--- src/rtl/br_pkg.sv ---
package br_pkg;
  // Source of the next fetch address, in priority order: target, hold, step.
  typedef enum logic [1:0] {
    PC_SEQ    = 2'd0,
    PC_HOLD   = 2'd1,
    PC_TARGET = 2'd2
  } pc_src_e;
endpackage

--- src/rtl/br_target_unit.sv ---
module br_target_unit #(
  parameter int PC_W   = 16,
  parameter int OFF_W  = 16,
  parameter int DATA_W = 32
) (
  input  logic [PC_W-1:0]   pc_in,
  input  logic [OFF_W-1:0]  offset,
  input  logic [DATA_W-1:0] opa,
  input  logic [DATA_W-1:0] opb,
  output logic [PC_W-1:0]   target,
  output logic              equal
);
  localparam logic [PC_W-1:0] ONE = PC_W'(1);

  function automatic logic [PC_W-1:0] sext(input logic [OFF_W-1:0] v);
    return PC_W'($signed(v));
  endfunction

  function automatic logic [PC_W-1:0] dest(input logic [PC_W-1:0] p,
                                           input logic [OFF_W-1:0] o);
    return p + ONE + sext(o);
  endfunction

  assign target = dest(pc_in, offset);
  assign equal  = (opa == opb);
endmodule

--- src/rtl/br_resolve.sv ---
module br_resolve
  import br_pkg::*;
#(
  parameter int              OP_W  = 3,
  parameter logic [OP_W-1:0] BR_OP = 3'b100
) (
  input  logic            valid,
  input  logic [OP_W-1:0] op,
  input  logic            eq,
  input  logic            stall,
  output logic            taken,
  output pc_src_e         src
);
  logic is_branch;

  assign is_branch = valid && (op == BR_OP);
  assign taken     = is_branch && eq;

  always_comb begin
    if (taken)      src = PC_TARGET;
    else if (stall) src = PC_HOLD;
    else            src = PC_SEQ;
  end
endmodule

--- src/rtl/br_pc_reg.sv ---
module br_pc_reg
  import br_pkg::*;
#(
  parameter int              PC_W     = 16,
  parameter logic [PC_W-1:0] RESET_PC = '0
) (
  input  logic            clk,
  input  logic            rst_n,
  input  pc_src_e         src,
  input  logic [PC_W-1:0] target,
  output logic [PC_W-1:0] pc
);
  localparam logic [PC_W-1:0] STEP = PC_W'(1);

  always_ff @(posedge clk or negedge rst_n) begin
    if (!rst_n) pc <= RESET_PC;
    else begin
      case (src)
        PC_TARGET: pc <= target;
        PC_HOLD:   pc <= pc;
        default:   pc <= pc + STEP;
      endcase
    end
  end
endmodule

--- src/rtl/br_redirect_ctrl.sv ---
module br_redirect_ctrl
  import br_pkg::*;
#(
  parameter int              PC_W     = 16,
  parameter int              OFF_W    = 16,
  parameter int              DATA_W   = 32,
  parameter int              OP_W     = 3,
  parameter logic [OP_W-1:0] BR_OP    = 3'b100,
  parameter logic [PC_W-1:0] RESET_PC = '0
) (
  input  logic              clk,
  input  logic              rst_n,
  input  logic [PC_W-1:0]   ex_pc,
  input  logic [OFF_W-1:0]  ex_offset,
  input  logic [DATA_W-1:0] ex_rega,
  input  logic [DATA_W-1:0] ex_regb,
  output logic [PC_W-1:0]   ex_target,
  output logic              ex_equal,
  input  logic              mem_valid,
  input  logic [OP_W-1:0]   mem_op,
  input  logic              mem_equal,
  input  logic [PC_W-1:0]   mem_target,
  input  logic              stall_req,
  output logic              pc_sel,
  output logic [PC_W-1:0]   pc,
  output logic              squash_ifid,
  output logic              squash_idex,
  output logic              squash_exmem
);
  localparam int N_SQ = 3;

  logic    br_taken;
  pc_src_e pc_src;
  logic [N_SQ-1:0] sq_vec;

  br_target_unit #(.PC_W(PC_W), .OFF_W(OFF_W), .DATA_W(DATA_W)) i_tgt (
    .pc_in(ex_pc), .offset(ex_offset), .opa(ex_rega), .opb(ex_regb),
    .target(ex_target), .equal(ex_equal)
  );

  br_resolve #(.OP_W(OP_W), .BR_OP(BR_OP)) i_res (
    .valid(mem_valid), .op(mem_op), .eq(mem_equal), .stall(stall_req),
    .taken(br_taken), .src(pc_src)
  );

  br_pc_reg #(.PC_W(PC_W), .RESET_PC(RESET_PC)) i_pc (
    .clk(clk), .rst_n(rst_n), .src(pc_src), .target(mem_target), .pc(pc)
  );

  // One squash enable per younger stage register.
  for (genvar g = 0; g < N_SQ; g++) begin : g_sq
    assign sq_vec[g] = br_taken;
  end

  assign pc_sel       = (pc_src == PC_TARGET);
  assign squash_ifid  = sq_vec[0];
  assign squash_idex  = sq_vec[1];
  assign squash_exmem = sq_vec[2];
endmodule

--- config.mk ---
export PLATFORM = sky130hd
export DESIGN_NAME = br_redirect_ctrl
export DESIGN_NICKNAME = d
export VERILOG_FILES = /design/src/rtl/br_pkg.sv /design/src/rtl/br_target_unit.sv /design/src/rtl/br_resolve.sv /design/src/rtl/br_pc_reg.sv /design/src/rtl/br_redirect_ctrl.sv
export SDC_FILE = /design/constraint.sdc
export NUM_CORES = 1
export LEC_CHECK = 0
export CAP_MARGIN = 20
export CORE_MARGIN = 8
export CORE_UTILIZATION = 36
export CTS_CLUSTER_SIZE = 14
export DETAILED_ROUTE_END_ITERATION = 10
export HOLD_SLACK_MARGIN = 0.15
export PLACE_DENSITY_LB_ADDON = 0.12
export REMOVE_ABC_BUFFERS = 1
export SETUP_SLACK_MARGIN = 0.02
export SLEW_MARGIN = 20
export SYNTH_ARGS = -nofsm -noshare
export SYNTH_HDL_FRONTEND = slang
export SYNTH_SLANG_ARGS = --single-unit
export TNS_END_PERCENT = 1
--- constraint.sdc ---
create_clock -name clk -period 2.8 [get_ports clk]
set_input_delay 0.28 -clock clk [delete_from_list [all_inputs] [get_ports clk]]
set_output_delay 0.28 -clock clk [all_outputs]
set_load 0.01 [all_outputs]
==> results.yml <==
finish:
  layout-drive-gt1-share: 0.0736
  num-nets-final: 560
  mostFrequentLayoutCells: "145 x clkdlybuf4s50_1, 46 x xor2_1, 35 x nand2_1, 24 x o21ai_0"
  syn2layout_area_growth_pct: 92.2
  largest_reg_flops: 16
  reg_top3: "i_pc.pc (16)"
  regMostFlops: "i_pc.pc"
  final_common_cell: "clkdlybuf4s50_1"
  fin_area_mm2: 0.00379
  n_antenna_cell: 0
routing:
  post_drt_wl_per_cell_um: 15.2
  final_antenna_net_count: 0
  via_per_inst: 4.85
  first_pass_iters: 4
  num_vias: 2393
  drc_errors: 0
  wirelength_mm: 7.51
  drtIter0Drc: 75
synth:
  synth_edf_count: 0
  synth_compound_area_frac: 0.150
  synth_seq_area_share: 0.203
  netlist_top_cells_area: "xor2_1 20%, dfrtp_1 20%, ha_1 10%, o21ai_0 6.8%, nand2_1 6.7%"
  yosys.area.top_type_share: 0.204
  synth_area_mm2: 0.00197
  yosysTopAreaCell: "xor2_1"
  synth-xor-area-share: 0.266
  ys_async_sr_fraction: 1.00
  synthMuxAreaShare: 0.0101
  yosysWarnings: 0
  synthAdderAreaFrac: 0.112
  syn_area_per_cell_um2: 7.83
  synth-simple-area-share: 0.229
  synth_cell_types: 35
  synth_top_family_by_area: "XOR/XNOR gates"
  postSynthCellCount: 252
  ys.flop_type: "dfrtp_1"
  yosys_register_bits: 16
timing:
  finalSetupViolCount: 0
  fin_crit_sh: 0.964
  worst_slew_pin_slew_ns: 0.760
  skew_ns: 0.00290
  max_freq_mhz: 371
  rsz0062_at_grt: "yes"
  slew_violations: 0
  fin_tns_setup_ns: 0
  layout_min_cycle_time_ns: 2.70
  finalHoldViolations: 0
  slew-limit-headroom: 0.492
global_route:
  grt_pass1_vias: 2757
  globalRouteOverflowTotal: 0
  grt_pass1_wl_mm: 12.8
  grt_use_total: 0.185
  antenna_found_initial: 0
  grt_max_degree: 32
setup_path:
  endpoint_kind: "output pin"
  cp.arrival_ns: 2.42
  start_kind: "primary input"
  path_max_fanout: 3
  crit_type: "in -> out"
  cp.required_ns: 2.52
cts:
  cts_tree: "done"
  clockRootBuffer: "clkbuf_8"
  cts_htree_levels: 1
  clkTransAtPathRegs_ns: 0.06
  cts_setup_buffers: 0
  clock_sinks: 16
  clock_latency_ns: 0.25
  cts_buffers: 3
  clock_path_buffers: 2
placed_design:
  dpl.hpwl_mm: 6.67
  place_area_mm2: 0.00372
  port_buffers: 156
  gp_congestion: 0.822
power_and_ir_drop:
  leakage_nw: 1.58
  p_total_w: 0.00149
  max-vdd-ir-drop_mv: 0.228
  power_density_mw_per_mm2: 394
floorplanning:
  start_util: 0.365
  die-area_mm2: 0.00811
  core_mm2: 0.00541
  rows: 27
  die_height_um: 90.1
  die_w_um: 90.1
  ios: 157
hold_path:
  worstHoldPathType: "in -> async"
job:
  drv_cap: 0
run_status:
  status: "completed"
metrics by stage:
step / util / setup slack (ns) / std cells / hold WS (ns)
floorplan: - / 0.604 / 246 / -0.0156
global placement: 0.688 / -0.243 / 490 / 0.569
detailed placement: 0.688 / -0.378 / 490 / 0.585
CTS: 0.697 / -0.0510 / 493 / 0.493
global route: 0.702 / -0.0155 / 493 / 0.538
finish: 0.702 / 0.101 / 493 / 0.477
final cells by class:
| type | count | area (µm²) |
|---|---|---|
| Timing Repair Buffer | 172 | 1680 |
| Fill cell | 459 | 1610 |
| Inverter | 8 | 30.0 |
| Tap cell | 72 | 90.1 |
| Clock buffer | 3 | 41.3 |
| Multi-Input combinational cell | 222 | 1550 |
| Sequential cell | 16 | 400 |
final timing paths:
path	cells after the start	slack (ns)	endpoint	startpoint
worst max-delay path	12	0.10	ex_target[14]	ex_pc[0]
worst min-delay path	1	0.48	i_pc.pc[15]	rst_n
worst max register to register	5	1.21	i_pc.pc[8]	i_pc.pc[2]
worst min register to register	2	0.58	i_pc.pc[15]	i_pc.pc[15]
max in group asynchronous	1	1.84	i_pc.pc[5]	rst_n
min in group clk	3	0.58	i_pc.pc[15]	mem_target[15]
synthesized netlist by cell type, types with 2 or more instances:
| cell | n |
|---|---|
| a21oi_1 | 19 |
| and3_1 | 3 |
| buf_4 | 2 |
| clkbuf_1 | 4 |
| dfrtp_1 | 16 |
| ha_1 | 16 |
| inv_1 | 8 |
| mux2i_1 | 2 |
| nand2_1 | 35 |
| nand2b_1 | 7 |
| nand3_1 | 4 |
| nand4_1 | 6 |
| nand4b_1 | 2 |
| nor2_1 | 13 |
| nor2b_1 | 2 |
| nor4_1 | 8 |
| o211ai_1 | 3 |
| o21ai_0 | 27 |
| xnor2_1 | 14 |
| xor2_1 | 46 |
power by group:
part,switching (W),leakage [nW],internal (W),total [W]
registers,0.000103,0.199,0.000311,0.000414
logic,0.000364,1.36,0.000543,0.000907
clock network,0.0000772,0.0216,0.0000953,0.000173
worst max-delay path: stages:
cell and delay [ns]:
clkdlybuf4s50_1 0.40, inv_1 0.06, ha_1 0.15, inv_1 0.05, fa_2 0.36, a21oi_4 0.16, o221ai_2 0.14, a21oi_2 0.14
buf_4 0.14, mux2i_1 0.20, nand2_1 0.07, dlygate4sd2_1 0.28
per-layer routing:
metal,wire [µm],vias to the layer above,global-route usage
li1,-,1217,-
met1,2730,1075,0.182
met2,3980,91,0.353
met3,668,10,0.0673
met4,130,0,0.0472
met5,0,-,0
cell families (layout without fill, tap and decap cells):
group / after synthesis / count (layout)
adders and majority gates: 17 / 17
buffers and inverters: 14 / 183
and+or+nand+nor: 88 / 88
AOI/OAI and AO/OA: 55 / 55
DFF: 16 / 16
muxes: 2 / 2
xor gates and xnor gates: 60 / 60
repair_timing:
| item | in CTS | in global routing |
|---|---|---|
| hold buffers | 0 | 0 |
| resized for setup | 12 | 13 |
| hold endpoints to repair | 0 | 0 |
| endpoints found under the setup margin | 11 | 10 |
| pin swaps | 0 | 3 |
No activity file was read; power rests on OpenSTA's default activity.
